===== src/rtl/sys_matmul_pkg.sv =====
package sys_matmul_pkg;
  typedef enum logic {
    ST_IDLE = 1'b0,
    ST_RUN  = 1'b1
  } run_state_e;
endpackage


===== src/rtl/mm_skew.sv =====
module mm_skew #(
  parameter int LANES = 4,
  parameter int W     = 4
) (
  input  logic               clk_i,
  input  logic               rst_ni,
  input  logic [LANES*W-1:0] in_i,
  output logic [LANES*W-1:0] out_o
);
  for (genvar l = 0; l < LANES; l++) begin : g_lane
    if (l == 0) begin : g_pass
      assign out_o[W-1:0] = in_i[W-1:0];
    end else begin : g_dly
      logic [W-1:0] dly_q [l];
      always_ff @(posedge clk_i or negedge rst_ni) begin
        if (!rst_ni) begin
          for (int k = 0; k < l; k++) dly_q[k] <= '0;
        end else begin
          dly_q[0] <= in_i[l*W +: W];
          for (int k = 1; k < l; k++) dly_q[k] <= dly_q[k-1];
        end
      end
      assign out_o[l*W +: W] = dly_q[l-1];
    end
  end
endmodule


===== src/rtl/mm_feed.sv =====
module mm_feed #(
  parameter int N  = 4,
  parameter int DW = 4,
  localparam int IW = $clog2(N),
  localparam int MW = N*N*DW
) (
  input  logic            clk_i,
  input  logic            rst_ni,
  input  logic            load_i,
  input  logic [MW-1:0]   a_i,
  input  logic [MW-1:0]   b_i,
  input  logic            en_i,
  input  logic [IW-1:0]   idx_i,
  output logic [N*DW-1:0] a_lane_o,
  output logic [N*DW-1:0] b_lane_o
);
  logic [MW-1:0] a_q, b_q;

  always_ff @(posedge clk_i or negedge rst_ni) begin
    if (!rst_ni) begin
      a_q <= '0;
      b_q <= '0;
    end else if (load_i) begin
      a_q <= a_i;
      b_q <= b_i;
    end
  end

  // lane i of A gets column idx; lane j of B gets row idx
  always_comb begin
    a_lane_o = '0;
    b_lane_o = '0;
    if (en_i) begin
      for (int l = 0; l < N; l++) begin
        a_lane_o[l*DW +: DW] = a_q[(l*N + int'(idx_i))*DW +: DW];
        b_lane_o[l*DW +: DW] = b_q[(int'(idx_i)*N + l)*DW +: DW];
      end
    end
  end
endmodule


===== src/rtl/mm_ctrl.sv =====
module mm_ctrl
  import sys_matmul_pkg::*;
#(
  parameter int N = 4,
  localparam int IW = $clog2(N),
  localparam int T_SEL = 3*N - 2,
  localparam int T_END = 5*N - 4,
  localparam int CW = $clog2(T_END + 1)
) (
  input  logic          clk_i,
  input  logic          rst_ni,
  input  logic          start_i,
  output logic          busy_o,
  output logic          clr_o,
  output logic          feed_en_o,
  output logic [IW-1:0] feed_idx_o,
  output logic          sel_o,
  output logic          done_o
);
  localparam logic [CW-1:0] FeedEnd = CW'(N);
  localparam logic [CW-1:0] SelBeg  = CW'(T_SEL);
  localparam logic [CW-1:0] SelEnd  = CW'(T_SEL + N - 1);
  localparam logic [CW-1:0] LastCyc = CW'(T_END);

  run_state_e state_q;
  logic [CW-1:0] cnt_q;

  assign busy_o     = (state_q == ST_RUN);
  assign clr_o      = start_i && !busy_o;
  assign feed_en_o  = busy_o && (cnt_q < FeedEnd);
  assign feed_idx_o = cnt_q[IW-1:0];
  assign sel_o      = busy_o && (cnt_q >= SelBeg) && (cnt_q <= SelEnd);
  assign done_o     = busy_o && (cnt_q == LastCyc);

  always_ff @(posedge clk_i or negedge rst_ni) begin
    if (!rst_ni) begin
      state_q <= ST_IDLE;
      cnt_q   <= '0;
    end else if (clr_o) begin
      state_q <= ST_RUN;
      cnt_q   <= '0;
    end else if (done_o) begin
      state_q <= ST_IDLE;
      cnt_q   <= '0;
    end else if (busy_o) begin
      cnt_q <= cnt_q + CW'(1);
    end
  end

  AST_DONE_ENDS_RUN: assert property (@(posedge clk_i) disable iff (!rst_ni)
    done_o |=> !busy_o);
  AST_START_IGNORED: assert property (@(posedge clk_i) disable iff (!rst_ni)
    (busy_o && start_i && !done_o) |=> (busy_o && cnt_q == $past(cnt_q) + CW'(1)));
  AST_SEL_IN_RUN: assert property (@(posedge clk_i) disable iff (!rst_ni)
    sel_o |-> busy_o);
endmodule


===== src/rtl/mm_pe.sv =====
module mm_pe #(
  parameter int DW = 4,
  parameter int AW = 10
) (
  input  logic          clk_i,
  input  logic          rst_ni,
  input  logic          clr_i,
  input  logic [DW-1:0] a_i,
  input  logic [DW-1:0] b_i,
  input  logic          sel_i,
  input  logic [AW-1:0] shift_i,
  output logic [DW-1:0] a_o,
  output logic [DW-1:0] b_o,
  output logic          sel_o,
  output logic [AW-1:0] acc_o
);
  logic [DW-1:0]   a_q, b_q;
  logic            sel_q;
  logic [AW-1:0]   acc_q;
  logic [2*DW-1:0] prod;
  logic [AW:0]     sum_w;

  assign prod  = {{DW{1'b0}}, a_i} * {{DW{1'b0}}, b_i};
  assign sum_w = {1'b0, acc_q} + {{(AW+1-2*DW){1'b0}}, prod};

  always_ff @(posedge clk_i or negedge rst_ni) begin
    if (!rst_ni) begin
      a_q   <= '0;
      b_q   <= '0;
      sel_q <= 1'b0;
      acc_q <= '0;
    end else begin
      a_q   <= a_i;
      b_q   <= b_i;
      sel_q <= sel_i;
      if (clr_i)      acc_q <= '0;
      else if (sel_i) acc_q <= shift_i;
      else            acc_q <= sum_w[AW-1:0];
    end
  end

  assign a_o   = a_q;
  assign b_o   = b_q;
  assign sel_o = sel_q;
  assign acc_o = acc_q;

  AST_CLEAR_ZERO: assert property (@(posedge clk_i) disable iff (!rst_ni)
    clr_i |=> (acc_q == '0));
  AST_NO_OVERFLOW: assert property (@(posedge clk_i) disable iff (!rst_ni)
    (!clr_i && !sel_i) |-> !sum_w[AW]);
endmodule


===== src/rtl/sys_matmul.sv =====
module sys_matmul
  import sys_matmul_pkg::*;
#(
  parameter int N  = 4,
  parameter int DW = 4,
  localparam int AW = 2*DW + $clog2(N),
  localparam int IW = $clog2(N),
  localparam int MW = N*N*DW
) (
  input  logic          clk_i,
  input  logic          rst_ni,
  input  logic          start_i,
  input  logic [MW-1:0] a_i,
  input  logic [MW-1:0] b_i,
  output logic          busy_o,
  output logic          done_o,
  output logic [N-1:0]  res_valid_o,
  output logic [N*AW-1:0] res_o
);
  logic          clr, feed_en, sel_src;
  logic [IW-1:0] feed_idx;
  logic [N*DW-1:0] a_lane, b_lane, a_west, b_north;

  mm_ctrl #(.N(N)) u_ctrl (
    .clk_i, .rst_ni, .start_i,
    .busy_o, .clr_o(clr), .feed_en_o(feed_en), .feed_idx_o(feed_idx),
    .sel_o(sel_src), .done_o
  );

  mm_feed #(.N(N), .DW(DW)) u_feed (
    .clk_i, .rst_ni, .load_i(clr), .a_i, .b_i,
    .en_i(feed_en), .idx_i(feed_idx),
    .a_lane_o(a_lane), .b_lane_o(b_lane)
  );

  mm_skew #(.LANES(N), .W(DW)) u_skew_a (.clk_i, .rst_ni, .in_i(a_lane), .out_o(a_west));
  mm_skew #(.LANES(N), .W(DW)) u_skew_b (.clk_i, .rst_ni, .in_i(b_lane), .out_o(b_north));

  logic [DW-1:0] a_h   [N][N+1];
  logic [DW-1:0] b_v   [N+1][N];
  logic          sel_v [N+1][N];
  logic [AW-1:0] acc_w [N][N+1];
  logic [N*DW-1:0] a_east, b_south;
  logic [N-1:0]    sel_south;

  for (genvar i = 0; i < N; i++) begin : g_edge
    assign a_h[i][0]   = a_west[i*DW +: DW];
    assign b_v[0][i]   = b_north[i*DW +: DW];
    assign sel_v[0][i] = sel_src;
    assign acc_w[i][0] = '0;
    assign res_o[i*AW +: AW] = acc_w[i][N];
    assign res_valid_o[i]    = sel_v[i][N-1];
    assign a_east[i*DW +: DW]  = a_h[i][N];
    assign b_south[i*DW +: DW] = b_v[N][i];
    assign sel_south[i]        = sel_v[N][i];
  end

  for (genvar i = 0; i < N; i++) begin : g_row
    for (genvar j = 0; j < N; j++) begin : g_col
      mm_pe #(.DW(DW), .AW(AW)) u_pe (
        .clk_i, .rst_ni, .clr_i(clr),
        .a_i(a_h[i][j]), .b_i(b_v[i][j]), .sel_i(sel_v[i][j]),
        .shift_i(acc_w[i][j]),
        .a_o(a_h[i][j+1]), .b_o(b_v[i+1][j]), .sel_o(sel_v[i+1][j]),
        .acc_o(acc_w[i][j+1])
      );
    end
  end

  for (genvar i = 0; i + 1 < N; i++) begin : g_vchk
    AST_VALID_SKEW: assert property (@(posedge clk_i) disable iff (!rst_ni)
      $rose(res_valid_o[i]) |=> $rose(res_valid_o[i+1]));
  end
  AST_EDGE_DRAINED: assert property (@(posedge clk_i) disable iff (!rst_ni)
    !busy_o |-> (a_east == '0 && b_south == '0));
  AST_SEL_LEAVES: assert property (@(posedge clk_i) disable iff (!rst_ni)
    (sel_south != '0) |-> $past(res_valid_o[N-1]));
endmodule


===== config.mk =====
export PLATFORM = sky130hd
export DESIGN_NAME = sys_matmul
export DESIGN_NICKNAME = d
export VERILOG_FILES = /design/src/rtl/sys_matmul_pkg.sv /design/src/rtl/mm_skew.sv /design/src/rtl/mm_feed.sv /design/src/rtl/mm_ctrl.sv /design/src/rtl/mm_pe.sv /design/src/rtl/sys_matmul.sv
export SDC_FILE = /design/constraint.sdc
export NUM_CORES = 1
export LEC_CHECK = 0
export BUFFER_PORTS_ARGS = -buffer_cell sky130_fd_sc_hd__buf_2
export CAP_MARGIN = 0
export CORE_MARGIN = 8
export CORE_UTILIZATION = 40
export DETAILED_ROUTE_END_ITERATION = 12
export PLACE_DENSITY = 0.64
export SYNTH_ARGS = -nofsm -noshare
export SYNTH_HDL_FRONTEND = slang
export SYNTH_HIERARCHICAL = 1
export SYNTH_SLANG_ARGS = --single-unit

===== constraint.sdc =====
create_clock -name clk_i -period 11.83 [get_ports clk_i]
set_clock_uncertainty 0.15 [all_clocks]
set_input_delay 1.7745 -clock clk_i [delete_from_list [all_inputs] [get_ports clk_i]]
set_output_delay 1.7745 -clock clk_i [all_outputs]
set_load 0.005 [all_outputs]

==> results.cfg <==
[clock_network]
cts_made_buffers = 53
htree_levels = 2
cts_buffer_depth = 3
cts.repair.resized = 0
insertion_delay_of_the_later_clocked_pin_in_the_worst_skew_pair_ns = 0.62
cts-root-buf = sky130_fd_sc_hd__clkbuf_16
num_clock_sinks = 450
clock_tree_from_tritoncts = done
postCtsSetupBuffers = 0
number_of_hold_repair_buffers_added_at_the_cts_stage = 0
clkTransAtPathRegs_ns = 0.05

[die]
fp.dieArea_um2 = 83000
core_area_um2 = 73100
top_level_pins = 177
dieHeight_um = 288
die_width_um = 288
start_util_pct = 40.5
standard_cell_rows = 99

[sta]
worst_margin_pin_slew_ns = 1.00
worst_slew_margin_rel_pct = 33.2
finalHoldViolations = 0
rsz0062_at_grt = false
timing.hold.ws_ns = 0.198
period_minus_slack_ns = 5.30
max_freq_mhz = 189
totalNegativeSetupSlack_ns = 0
report.final.setup_viol = 0
final_max_slew_viol_count = 0
post-route-period-util_pct = 44.8

[power_and_ir_drop]
power_per_cell_area_nw_per_um2 = 206
ir_drop_uv = 132
p_leak_uw = 0.0169

[cells_and_area]
seq_area_um2 = 11300
multi_input_comb_area_um2 = 16300
area_growth_pct = 12.2
drive_gt1_share_pct = 15.6
antenna_cells_inserted = 0
final_area_um2 = 33200
layoutNonFillerInstCount = 3990
num-fill-cells = 6902
layout.nets = 3552

[worst_setup_path]
crit_path_start_kind = register
path_common_cell = sky130_fd_sc_hd__buf_4
worstSetupStartpoint = u_ctrl/cnt_q[1]
worst_path_fanout_max = 57
setup.worst_path.class = reg -> out
max_stage_delay_on_crit_path_ns = 0.63
worst-endpoint-required_ns = 9.91
kind_of_cell_adding_the_most_delay_to_the_critical_path = buffers and inverters
critical-path-slowest-cell = sky130_fd_sc_hd__dfrtp_4
worst_flop_to_flop_path_startpoint = u_ctrl/busy_o
worst-path-buf-inv = 4
critPathCaptureType = output pin
cp_data_arrival_time_ns = 3.38
critical_path_cell_sequence = buf_4 -> inv_1 -> ha_1 -> a21oi_1 -> a2111oi_4 -> buf_4 -> buf_2

[global_routing]
grt.busiest_layer = met2
grtUsageMet3_pct = 2.62
grt_pass1_vias = 20974
grt_usage_pct = 16.2
grt_start_max_net_pins = 176
grt_first_pass_wirelength_mm = 111
global_route.usage.met2_pct = 26.5
grt_overflow_total = 0
antenna_found_initial = 2
globalRouteMet1Util_pct = 22.5

[routing]
first_iter_violations = 984
vias = 20050
routed_wirelength_mm = 65.9
antenna_violating_nets_post_route = 0
route.detailed.vias_per_inst = 5.03
iteration_count_of_the_initial_detailed_routing_pass = 5
wl_per_cell_um = 16.5
detail_route.drc_violations = 0

[hold_path]
hold_path.class = reg -> reg
critical_hold_path_startpoint = u_skew_b/g_lane[3].g_dly.dly_q[8]

[yosys]
postSynthAreaPerCell_um2 = 10.6
yosys_warnings = 6
synth_cells = 2793
synthesis.area_um2 = 29600

[placed_design]
detailedPlacementHpwl_mm = 50.7
routabilityCongestion = 0.843
dp.cells = 3890
placement.io_buffers = 176
placed_area_um2 = 31300

[outcome]
outcome = finished clean

[flow_run]
max_cap_violations = 0
## flip-flops by register name (all words and copies together) (netlist names)
register and count:
u_ctrl/busy_o 1, g_row.g_col.u_pe/a_o 48, g_row.g_col.u_pe/sel_o 12, g_row.g_col.u_pe/b_o 48
u_ctrl/cnt_q 5, u_skew_a/g_lane.g_dly.dly_q 16, u_feed/a_q 64, u_feed/b_q 64
u_skew_b/out_o 8, u_skew_b/g_lane.g_dly.dly_q 16, g_row.g_col.u_pe/acc_o 160, u_skew_a/out_o 8
## path summary, 6_finish.rpt
| path | endpoint | slack (ns) | depth (start not counted) |
|---|---|---|---|
| setup / recovery | res_valid_o[0] | 6.53 | 7 |
| hold / removal | u_skew_b/g_lane[3].g_dly.dly_q[4] | 0.20 | 0 |
| setup reg to reg | g_row[0].g_col[0].u_pe/acc_o[6] | 6.75 | 16 |
| hold reg to reg | u_skew_b/g_lane[3].g_dly.dly_q[4] | 0.20 | 0 |
| max in group asynchronous | g_row[0].g_col[3].u_pe/acc_o[6] | 8.32 | 3 |
| min in group asynchronous | g_row[3].g_col[3].u_pe/acc_o[6] | 0.95 | 1 |
## final cells by class
| cell class | instances | area share, % |
|---|---|---|
| sequential | 450 | 33.9 |
| clock buffer | 70 | 4.51 |
| multi-input combinational | 1887 | 49.0 |
| tap | 959 | 3.61 |
| clock inverter | 30 | 1.44 |
| timing repair buffer | 189 | 3.01 |
| inverter | 405 | 4.57 |
## power by group
part / internal (uW) / total [uW] / leakage, uW / switching, uW
sequential: 2110 / 2660 / 0.00581 / 543
clock: 1120 / 1810 / 0.000950 / 687
combinational: 1130 / 2390 / 0.0101 / 1260
## cell usage in the layout, fill, tap and decap left out, types with 11 or more instances in the layout
master	n
sky130_fd_sc_hd__nor2b_1	18
sky130_fd_sc_hd__mux2_2	128
sky130_fd_sc_hd__nand3_1	34
sky130_fd_sc_hd__dfrtp_1	449
sky130_fd_sc_hd__inv_1	405
sky130_fd_sc_hd__buf_2	175
sky130_fd_sc_hd__a21oi_2	18
sky130_fd_sc_hd__o211ai_1	32
sky130_fd_sc_hd__mux2i_1	97
sky130_fd_sc_hd__a32o_1	14
sky130_fd_sc_hd__o21a_1	22
sky130_fd_sc_hd__o22ai_1	42
sky130_fd_sc_hd__conb_1	40
sky130_fd_sc_hd__o21ai_1	27
sky130_fd_sc_hd__o21ai_0	22
sky130_fd_sc_hd__or3_1	35
sky130_fd_sc_hd__clkbuf_8	11
sky130_fd_sc_hd__a22o_1	18
sky130_fd_sc_hd__nor3_1	46
sky130_fd_sc_hd__nor2_1	180
sky130_fd_sc_hd__ha_1	291
sky130_fd_sc_hd__xnor2_1	18
sky130_fd_sc_hd__a21oi_1	93
sky130_fd_sc_hd__buf_4	12
sky130_fd_sc_hd__clkbuf_16	53
sky130_fd_sc_hd__nand2b_1	28
sky130_fd_sc_hd__a32oi_1	16
sky130_fd_sc_hd__nand2_1	125
sky130_fd_sc_hd__a21o_1	37
sky130_fd_sc_hd__fa_1	144
sky130_fd_sc_hd__a211oi_1	31
sky130_fd_sc_hd__and2_1	192
## stage by stage
| step | worst slack, ns | total power, uW | utilization [%] |
|---|---|---|---|
| floorplan | 7.38 | 4410 | - |
| global placement | 6.76 | 5030 | 42.8 |
| detailed placement | 6.68 | 5090 | 42.8 |
| CTS | 6.44 | 6940 | 45.5 |
| global route | 6.26 | 7390 | 45.5 |
| finish | 6.53 | 6860 | 45.5 |
## metal layers
| layer | part of all wire, % | up-vias |
|---|---|---|
| met5 | 0.038 | - |
| met4 | 1.7 | 4 |
| met3 | 4.4 | 72 |
| met2 | 46 | 353 |
| met1 | 48 | 9849 |
| li1 | - | 9772 |
Note: power is estimated with default switching activity, not from simulation.
